[config.mk]
export PLATFORM = sky130hd
export DESIGN_NAME = lane_drive_adjust
export DESIGN_NICKNAME = d
export VERILOG_FILES = /design/src/rtl/lda_pkg.sv /design/src/rtl/lda_req_unpack.sv /design/src/rtl/lda_lane_clamp.sv /design/src/rtl/lda_pack.sv /design/src/rtl/lane_drive_adjust.sv
export SDC_FILE = /design/constraint.sdc
export NUM_CORES = 1
export LEC_CHECK = 0
export CORE_ASPECT_RATIO = 1.5
export CORE_UTILIZATION = 39
export CTS_BUF_LIST = sky130_fd_sc_hd__clkbuf_4 sky130_fd_sc_hd__clkbuf_8 sky130_fd_sc_hd__clkbuf_16
export DETAILED_ROUTE_END_ITERATION = 8
export PLACE_DENSITY = 0.88
export RECOVER_POWER = 25
export SYNTH_ARGS = -nofsm -noshare
export SYNTH_HDL_FRONTEND = slang
export SYNTH_SLANG_ARGS = --single-unit
[constraint.sdc]
create_clock -name clk_i -period 1.5 [get_ports clk_i]
set_input_delay 0.3 -clock clk_i [delete_from_list [all_inputs] [get_ports clk_i]]
set_output_delay 0.3 -clock clk_i [all_outputs]
set_load 0.005 [all_outputs]
[src/rtl/lda_pkg.sv]
package lda_pkg;

    // Width of one drive level (swing, pre-emphasis, post-cursor).
    localparam int LVL_W  = 2;
    // A written-back field is the level plus one max-reached flag above it.
    localparam int FLD_W  = LVL_W + 1;
    localparam int BYTE_W = 8;
    localparam int NIB_W  = BYTE_W / 2;

    typedef logic [LVL_W-1:0] lvl_t;

    localparam lvl_t LVL_MAX = '1;

    // Field as written back: flag sits directly above the level bits.
    typedef struct packed {
        logic hit;
        lvl_t lvl;
    } fld_t;

    typedef struct packed {
        lvl_t pre;
        lvl_t sw;
        lvl_t pc2;
    } lane_req_t;

    typedef struct packed {
        fld_t pre;
        fld_t sw;
        fld_t pc2;
    } lane_fld_t;

    // Independent saturation for a level with no coupling to another level.
    function automatic fld_t sat_fld(lvl_t req);
        fld_t f;
        if (req == LVL_MAX) begin
            f.hit = 1'b1;
            f.lvl = LVL_MAX;
        end else begin
            f.hit = 1'b0;
            f.lvl = req;
        end
        return f;
    endfunction

    // Setting byte: pre-emphasis field above the swing field.
    function automatic logic [BYTE_W-1:0] lane_byte(fld_t pre, fld_t sw);
        return {{(BYTE_W - 2*FLD_W){1'b0}}, pre, sw};
    endfunction

    // Post-cursor field zero-extended into one nibble.
    function automatic logic [NIB_W-1:0] pc2_nib(fld_t f);
        return {{(NIB_W - FLD_W){1'b0}}, f};
    endfunction

endpackage

[src/rtl/lda_req_unpack.sv]
module lda_req_unpack
    import lda_pkg::*;
#(
    parameter int NUM_LANES = 4
) (
    input  logic [NUM_LANES/2*BYTE_W-1:0] adj_req_i,
    input  logic [NUM_LANES*LVL_W-1:0]    pc2_req_i,
    output lane_req_t [NUM_LANES-1:0]     req_o
);

    for (genvar ln = 0; ln < NUM_LANES; ln++) begin : g_lane
        // Two lanes share one request byte; odd lanes use the high nibble.
        localparam int NIB_POS = (ln / 2) * BYTE_W + (ln % 2) * NIB_W;

        logic [NIB_W-1:0] nib;

        assign nib            = adj_req_i[NIB_POS +: NIB_W];
        assign req_o[ln].pre  = nib[2*LVL_W-1:LVL_W];
        assign req_o[ln].sw   = nib[LVL_W-1:0];
        assign req_o[ln].pc2  = pc2_req_i[ln*LVL_W +: LVL_W];
    end

endmodule

[src/rtl/lda_lane_clamp.sv]
module lda_lane_clamp
    import lda_pkg::*;
(
    input  lane_req_t req_i,
    output lane_fld_t fld_o
);

    // Room left for swing once pre-emphasis is accounted for.
    lvl_t room;

    always_comb begin
        room      = LVL_MAX - req_i.pre;
        fld_o.pc2 = sat_fld(req_i.pc2);

        if (req_i.pre == LVL_MAX) begin
            // Saturated pre-emphasis wins; swing gets the leftover room.
            fld_o.pre.hit = 1'b1;
            fld_o.pre.lvl = LVL_MAX;
            fld_o.sw.hit  = 1'b0;
            fld_o.sw.lvl  = room;
        end else if (req_i.sw >= room) begin
            fld_o.pre.hit = 1'b0;
            fld_o.pre.lvl = req_i.pre;
            fld_o.sw.hit  = 1'b1;
            fld_o.sw.lvl  = room;
        end else begin
            fld_o.pre.hit = 1'b0;
            fld_o.pre.lvl = req_i.pre;
            fld_o.sw.hit  = 1'b0;
            fld_o.sw.lvl  = req_i.sw;
        end
    end

endmodule

[src/rtl/lda_pack.sv]
module lda_pack
    import lda_pkg::*;
#(
    parameter int NUM_LANES = 4,
    parameter int CNT_W     = 3
) (
    input  lane_fld_t [NUM_LANES-1:0]     fld_i,
    input  logic [CNT_W-1:0]              lane_cnt_i,
    output logic [NUM_LANES*BYTE_W-1:0]   lane_set_o,
    output logic [NUM_LANES/2*BYTE_W-1:0] pc2_set_o,
    output logic [NUM_LANES*LVL_W-1:0]    drv_swing_o,
    output logic [NUM_LANES*LVL_W-1:0]    drv_pre_o,
    output logic [NUM_LANES*LVL_W-1:0]    drv_pc2_o
);

    for (genvar ln = 0; ln < NUM_LANES; ln++) begin : g_lane
        logic active;

        assign active = (CNT_W'(ln) < lane_cnt_i);

        assign lane_set_o[ln*BYTE_W +: BYTE_W] =
            active ? lane_byte(fld_i[ln].pre, fld_i[ln].sw) : '0;

        // Nibble position ln*NIB_W equals byte ln/2, nibble ln%2.
        assign pc2_set_o[ln*NIB_W +: NIB_W] =
            active ? pc2_nib(fld_i[ln].pc2) : '0;

        assign drv_swing_o[ln*LVL_W +: LVL_W] = active ? fld_i[ln].sw.lvl  : '0;
        assign drv_pre_o[ln*LVL_W +: LVL_W]   = active ? fld_i[ln].pre.lvl : '0;
        assign drv_pc2_o[ln*LVL_W +: LVL_W]   = active ? fld_i[ln].pc2.lvl : '0;
    end

endmodule

[src/rtl/lane_drive_adjust.sv]
module lane_drive_adjust
    import lda_pkg::*;
#(
    parameter int NUM_LANES = 4
) (
    input  logic                                 clk_i,
    input  logic                                 rst_i,
    input  logic                                 start_i,
    input  logic [$clog2(NUM_LANES+1)-1:0]       lane_cnt_i,
    input  logic [NUM_LANES/2*BYTE_W-1:0]        adj_req_i,
    input  logic [NUM_LANES*LVL_W-1:0]           pc2_req_i,
    output logic [NUM_LANES*BYTE_W-1:0]          lane_set_o,
    output logic [NUM_LANES/2*BYTE_W-1:0]        pc2_set_o,
    output logic [NUM_LANES*LVL_W-1:0]           drv_swing_o,
    output logic [NUM_LANES*LVL_W-1:0]           drv_pre_o,
    output logic [NUM_LANES*LVL_W-1:0]           drv_pc2_o,
    output logic                                 done_o
);

    localparam int CNT_W   = $clog2(NUM_LANES + 1);
    localparam int SET_W   = NUM_LANES * BYTE_W;
    localparam int PC2_W   = NUM_LANES / 2 * BYTE_W;
    localparam int DRV_W   = NUM_LANES * LVL_W;

    lane_req_t [NUM_LANES-1:0] req;
    lane_fld_t [NUM_LANES-1:0] fld;

    logic [SET_W-1:0] set_d,   set_q;
    logic [PC2_W-1:0] pc2s_d,  pc2s_q;
    logic [DRV_W-1:0] swing_d, swing_q;
    logic [DRV_W-1:0] pre_d,   pre_q;
    logic [DRV_W-1:0] pc2d_d,  pc2d_q;
    logic             done_q;

    lda_req_unpack #(
        .NUM_LANES (NUM_LANES)
    ) unpack_i (
        .adj_req_i (adj_req_i),
        .pc2_req_i (pc2_req_i),
        .req_o     (req)
    );

    for (genvar ln = 0; ln < NUM_LANES; ln++) begin : g_clamp
        lda_lane_clamp clamp_i (
            .req_i (req[ln]),
            .fld_o (fld[ln])
        );
    end

    lda_pack #(
        .NUM_LANES (NUM_LANES),
        .CNT_W     (CNT_W)
    ) pack_i (
        .fld_i       (fld),
        .lane_cnt_i  (lane_cnt_i),
        .lane_set_o  (set_d),
        .pc2_set_o   (pc2s_d),
        .drv_swing_o (swing_d),
        .drv_pre_o   (pre_d),
        .drv_pc2_o   (pc2d_d)
    );

    // Whole result words are replaced on every strobe, so nothing from an
    // earlier run can linger in a lane that is now inactive.
    always_ff @(posedge clk_i) begin
        if (rst_i) begin
            set_q   <= '0;
            pc2s_q  <= '0;
            swing_q <= '0;
            pre_q   <= '0;
            pc2d_q  <= '0;
            done_q  <= 1'b0;
        end else begin
            done_q <= start_i;
            if (start_i) begin
                set_q   <= set_d;
                pc2s_q  <= pc2s_d;
                swing_q <= swing_d;
                pre_q   <= pre_d;
                pc2d_q  <= pc2d_d;
            end
        end
    end

    assign lane_set_o  = set_q;
    assign pc2_set_o   = pc2s_q;
    assign drv_swing_o = swing_q;
    assign drv_pre_o   = pre_q;
    assign drv_pc2_o   = pc2d_q;
    assign done_o      = done_q;

endmodule

==> results of run 1 <==
==> placed cells by master (no fill, tap or decap), types with 2 or more instances in the layout <==
cell type	Yosys	final
clkdlybuf4s50_1	0	73
dfxtp_2	0	10
nand3_1	4	4
mux2i_1	4	4
dlymetal6s2s_1	0	9
clkdlybuf4s25_1	0	3
ha_1	12	10
buf_4	39	23
a22oi_2	2	3
ha_4	0	2
inv_1	14	13
nand2_1	16	16
clkbuf_8	0	6
nor2b_1	4	3
nor2_1	26	26
nor2_4	2	2
a21oi_1	10	10
a22oi_1	14	13
a32oi_1	8	8
dlygate4sd2_1	0	4
o21bai_2	2	3
dfxtp_1	37	27
conb_1	1	12
nand4_1	2	2
==> power breakdown <==
part | internal (µW) | switching (µW)
combinational | 308 | 212
clock | 382 | 324
sequential | 1030 | 30.6
==> final cells by class <==
| cell class | instances | area (µm²) |
|---|---|---|
| clock buffer | 7 | 90.1 |
| fill | 436 | 1820 |
| inverter | 15 | 58.8 |
| multi-input combinational | 128 | 895 |
| sequential | 37 | 753 |
| tap | 66 | 82.6 |
| timing repair buffer | 114 | 1110 |
==> worst max-delay path, delay by kind of cell <==
family | cells | cell delay, ps
buffers and inverters | 2 | 510
AO/OA/AOI/OAI | 2 | 260
multiplexers | 1 | 270
adder cells (fa/ha/maj) | 1 | 290
==> state kept, by name, indices dropped and copies added (netlist names) <==
signal       cells
pc2_set_o        5
done_o           1
drv_swing_o      7
drv_pre_o        7
lane_set_o      10
drv_pc2_o        7
==> path summary, 6_finish.rpt <==
| path | start | endpoint | depth (start not counted) |
|---|---|---|---|
| setup reg to reg | drv_pre_o[4] | drv_pre_o[4] | 2 |
| hold reg to reg | pc2_set_o[14] | pc2_set_o[14] | 2 |
| hold / removal | adj_req_i[4] | drv_swing_o[2] | 3 |
| setup / recovery | adj_req_i[3] | drv_swing_o[0] | 6 |
==> per-stage QoR <==
step / util / std cells / hold slack, ps / setup TNS [ps] / instance area, µm²
after floorplan: - / 225 / 436 / 0 / 1990
after global placement: 0.587 / 359 / 445 / -3630 / 2830
after detailed placement: 0.587 / 359 / 450 / -3960 / 2830
after CTS: 0.607 / 367 / 460 / -4.89 / 2920
after global routing: 0.622 / 367 / 364 / -1.09 / 2990
final: 0.622 / 367 / 343 / 0 / 2990
==> cells by family after synthesis <==
kind of cell    count (synthesis)  share of synthesized area
compound gates                 45                      0.189
flops                          37                      0.380
simple gates                   55                      0.130
buf+inv                        60                      0.201
other cells                     1                    0.00193
mux                             4                     0.0206
fa+ha+maj                      12                     0.0771
==> timing repair <==
| action | in CTS | in global routing |
|---|---|---|
| gates resized for setup | 5 | 28 |
| gates cloned | 0 | 0 |
| endpoints found under the setup margin | 4 | 29 |
| hold buffers | 0 | 0 |
| buffers inserted | 1 | 0 |
| pin swaps | 4 | 6 |
| hold endpoints to repair | 0 | 0 |
==> metal layers <==
layer	global-route usage	vias to the layer above	routed length (µm)
li1	-	851	-
met1	0.176	834	1740
met2	0.333	59	2640
met3	0.0322	15	149
met4	0.104	0	155
met5	0	-	0
==> results.json, run 1 <==
{
  "die_w_um": 59.7,
  "synth_common_cells": "buf_4 (39), dfxtp_1 (37), nor2_1 (26), nand2_1 (16)",
  "skew_ps": 0,
  "cts_max_path_buffers": 2,
  "power.density_nw_per_um2": 764,
  "via_per_inst": 4.79,
  "slew_viol_final": 0,
  "place_hpwl_mm": 3.74,
  "worstPathMaxFanout": 2,
  "wl_mm": 4.69,
  "ys_seq_area_frac": 0.380,
  "clkLatencyLatePin_ps": 280,
  "place_ws_ps": -341,
  "grt_max_degree": 20,
  "yosys_warnings": 0,
  "max_freq_ghz": 0.682,
  "power_uw": 2290,
  "track_usage": 0.178,
  "initial_core_util": 0.405,
  "critPathKind": "input port to flop",
  "syn_area_per_cell_um2": 9.10,
  "die_area_um2": 5280,
  "cts_tree": "yes",
  "vias": 1759,
  "drive_gt1_frac": 0.196,
  "r2r_setup_slack_ps": 800,
  "worstPathArrival_ps": 1640,
  "final_nets": 343,
  "core_um2": 4810,
  "hp-class": "input port to flop",
  "ys_seq_elements": 37,
  "worstPathRequired_ps": 1670,
  "yosys.cell_count.top_type": "buf_4",
  "setup_viol": 0,
  "place.gp.congestion": 0.787,
  "io_buffers": 90,
  "async_reset_ff_frac": 0,
  "final.min_clock_period_ps": 1470,
  "cpPeakStageDelay_ps": 470,
  "grt_pass1_wl_mm": 7.03,
  "fin_crit_sh": 0.978,
  "antenna_cells": 0,
  "drt_pass1_iterations": 6,
  "drc": 0,
  "synth.distinct_cells": 29,
  "postRouteAntennaNets": 0,
  "grt-ovfl-total": 0,
  "crit_path_start_kind": "input port",
  "critPathCaptureType": "flop",
  "cap_viol_max_count": 0,
  "synth_edf_count": 0,
  "peakVddDrop_mv": 0.371,
  "antenna_found_initial": 0,
  "avgRoutedWirePerCell_um": 12.8,
  "synth_flop_cell": "dfxtp_1",
  "cts_inserted_buffers": 5,
  "crit_path_cell_trace": "clkdlybuf4s50_1 > inv_1 > ha_1 > o21bai_2 > mux2i_1 > o21ai_1",
  "drt_iter0_drc": 42,
  "synth_area_leaders": "dfxtp_1 (38%), buf_4 (15%), ha_1 (7.7%)",
  "path_clk_slew_ps": 70,
  "std_cell_rows": 31,
  "pin_count": 103,
  "synthCells": 214,
  "syn-cell-area_um2": 1950,
  "finalHoldViolCount": 0,
  "cts_root_buffer": "clkbuf_8",
  "clock-sinks": 37,
  "finalWorstSetupSlack_ps": 33.7,
  "htree_levels": 2,
  "die_h_um": 88.5,
  "grt_pass1_vias": 1632,
  "outcome": "finished clean",
  "crit_path_top_delay_cell": "clkdlybuf4s50_1",
  "yosys.area.top_type": "dfxtp_1",
  "syn_to_final_growth_pct": 53.6,
  "synth_top_area_frac": 0.380,
  "power_leakage_uw": 0.00135
}
Note: power is estimated with default switching activity, not from simulation.
==> run 2, diff against run 1 <==
- TNS_END_PERCENT: default -> 50
==> results.json, run 2 (synthesis results as in run 1) <==
{
  "final_nets": 342,
  "place_ws_ps": -341,
  "drt_pass1_iterations": 6,
  "grt-ovfl-total": 0,
  "power_uw": 2280,
  "core_um2": 4810,
  "layout_common_cells": "clkdlybuf4s50_1 (73), dfxtp_1 (27), nor2_1 (26)",
  "fin_crit_sh": 0.974,
  "cpPeakStageDelay_ps": 520,
  "grt_pass1_vias": 1626,
  "vias": 1755,
  "final.min_clock_period_ps": 1460,
  "power_leakage_uw": 0.00135,
  "clock-sinks": 37,
  "setup_viol": 0,
  "crit_path_cell_trace": "clkdlybuf4s50_1",
  "outcome": "finished clean",
  "pin_count": 103,
  "worstPathArrival_ps": 1160,
  "die_w_um": 59.7,
  "initial_core_util": 0.405,
  "setup_tns_ps": 0,
  "final_common_cell": "clkdlybuf4s50_1",
  "cts_inserted_buffers": 5,
  "fillers": 435,
  "track_usage": 0.177,
  "peakVddDrop_mv": 0.371,
  "avgRoutedWirePerCell_um": 12.7,
  "postRouteAntennaNets": 0,
  "io_buffers": 90,
  "crit_buf_inv": 1,
  "place.gp.congestion": 0.787,
  "finalHoldViolCount": 0,
  "drive_gt1_frac": 0.193,
  "htree_levels": 2,
  "syn_to_final_growth_pct": 53.1,
  "via_per_inst": 4.80,
  "slew_viol_final": 0,
  "antenna_found_initial": 0,
  "ctsHoldBuffers": 0,
  "skew_ps": 0,
  "crit_path_top_delay_cell": "clkdlybuf4s50_1",
  "largest_reg_flops": 10,
  "die_area_um2": 5280,
  "worstPathMaxFanout": 3,
  "std_cell_rows": 31,
  "hold_slack_ps": 343,
  "cp_top_family": "buffers and inverters",
  "power.density_nw_per_um2": 764,
  "grt_max_degree": 20,
  "cap_viol_max_count": 0,
  "r2r_setup_slack_ps": 800,
  "antenna_cells": 0,
  "finalWorstSetupSlack_ps": 38.4,
  "cts_max_path_buffers": 2,
  "cts_root_buffer": "clkbuf_8",
  "worstPathRequired_ps": 1200,
  "crit_path_start_kind": "flop",
  "place_hpwl_mm": 3.74,
  "critPathKind": "flop to primary output",
  "wl_mm": 4.67,
  "grt_pass1_wl_mm": 7.01,
  "hp-class": "input port to flop",
  "clkLatencyLatePin_ps": 280,
  "die_h_um": 88.5,
  "critPathCaptureType": "primary output",
  "max_freq_ghz": 0.684,
  "cts_tree": "yes",
  "path_clk_slew_ps": 70,
  "drc": 0,
  "drt_iter0_drc": 55
}
==> run 2: what timing repair did <==
action	in CTS	in global routing
buffers inserted	0	0
resized for setup	4	29
hold endpoints to repair	0	0
setup endpoints to repair	4	28
pin swaps	3	6
==> run 2: where the power goes <==
part	internal (µW)	switching, µW	leakage, µW
registers	1030	30.5	0.000307
logic	304	209	0.000997
clock network	382	323	0.0000477
==> run 2: worst paths after layout <==
check	depth (start not counted)	startpoint	endpoint
max	1	drv_pre_o[4]	lane_set_o[19]
min	3	adj_req_i[4]	drv_swing_o[2]
max reg2reg	2	drv_pre_o[4]	drv_pre_o[4]
min reg2reg	2	pc2_set_o[14]	pc2_set_o[14]
==> run 2: through the flow <==
stage / util / instance area, µm² / cells
final: 0.620 / 2980 / 366
after global routing: 0.620 / 2980 / 366
after CTS: 0.606 / 2910 / 366
after detailed placement: 0.587 / 2830 / 359
after global placement: 0.587 / 2830 / 359
after floorplan: - / 1990 / 225
==> run 2: routing by layer <==
metal  share of wire  global-route usage  wire (µm)
met5               0                   0          0
met4           0.035               0.104        161
met3           0.038              0.0322        176
met2            0.56               0.331       2610
met1            0.37               0.176       1720
==> run 2: area by class of cell <==
cell class,instances,area (µm²),share of cell area
Clock buffer,7,90.1,0.0302
Inverter,15,58.8,0.0197
Multi-Input combinational cell,128,890,0.298
Sequential cell,37,753,0.253
Tap cell,66,82.6,0.0277
Timing Repair Buffer,113,1110,0.371
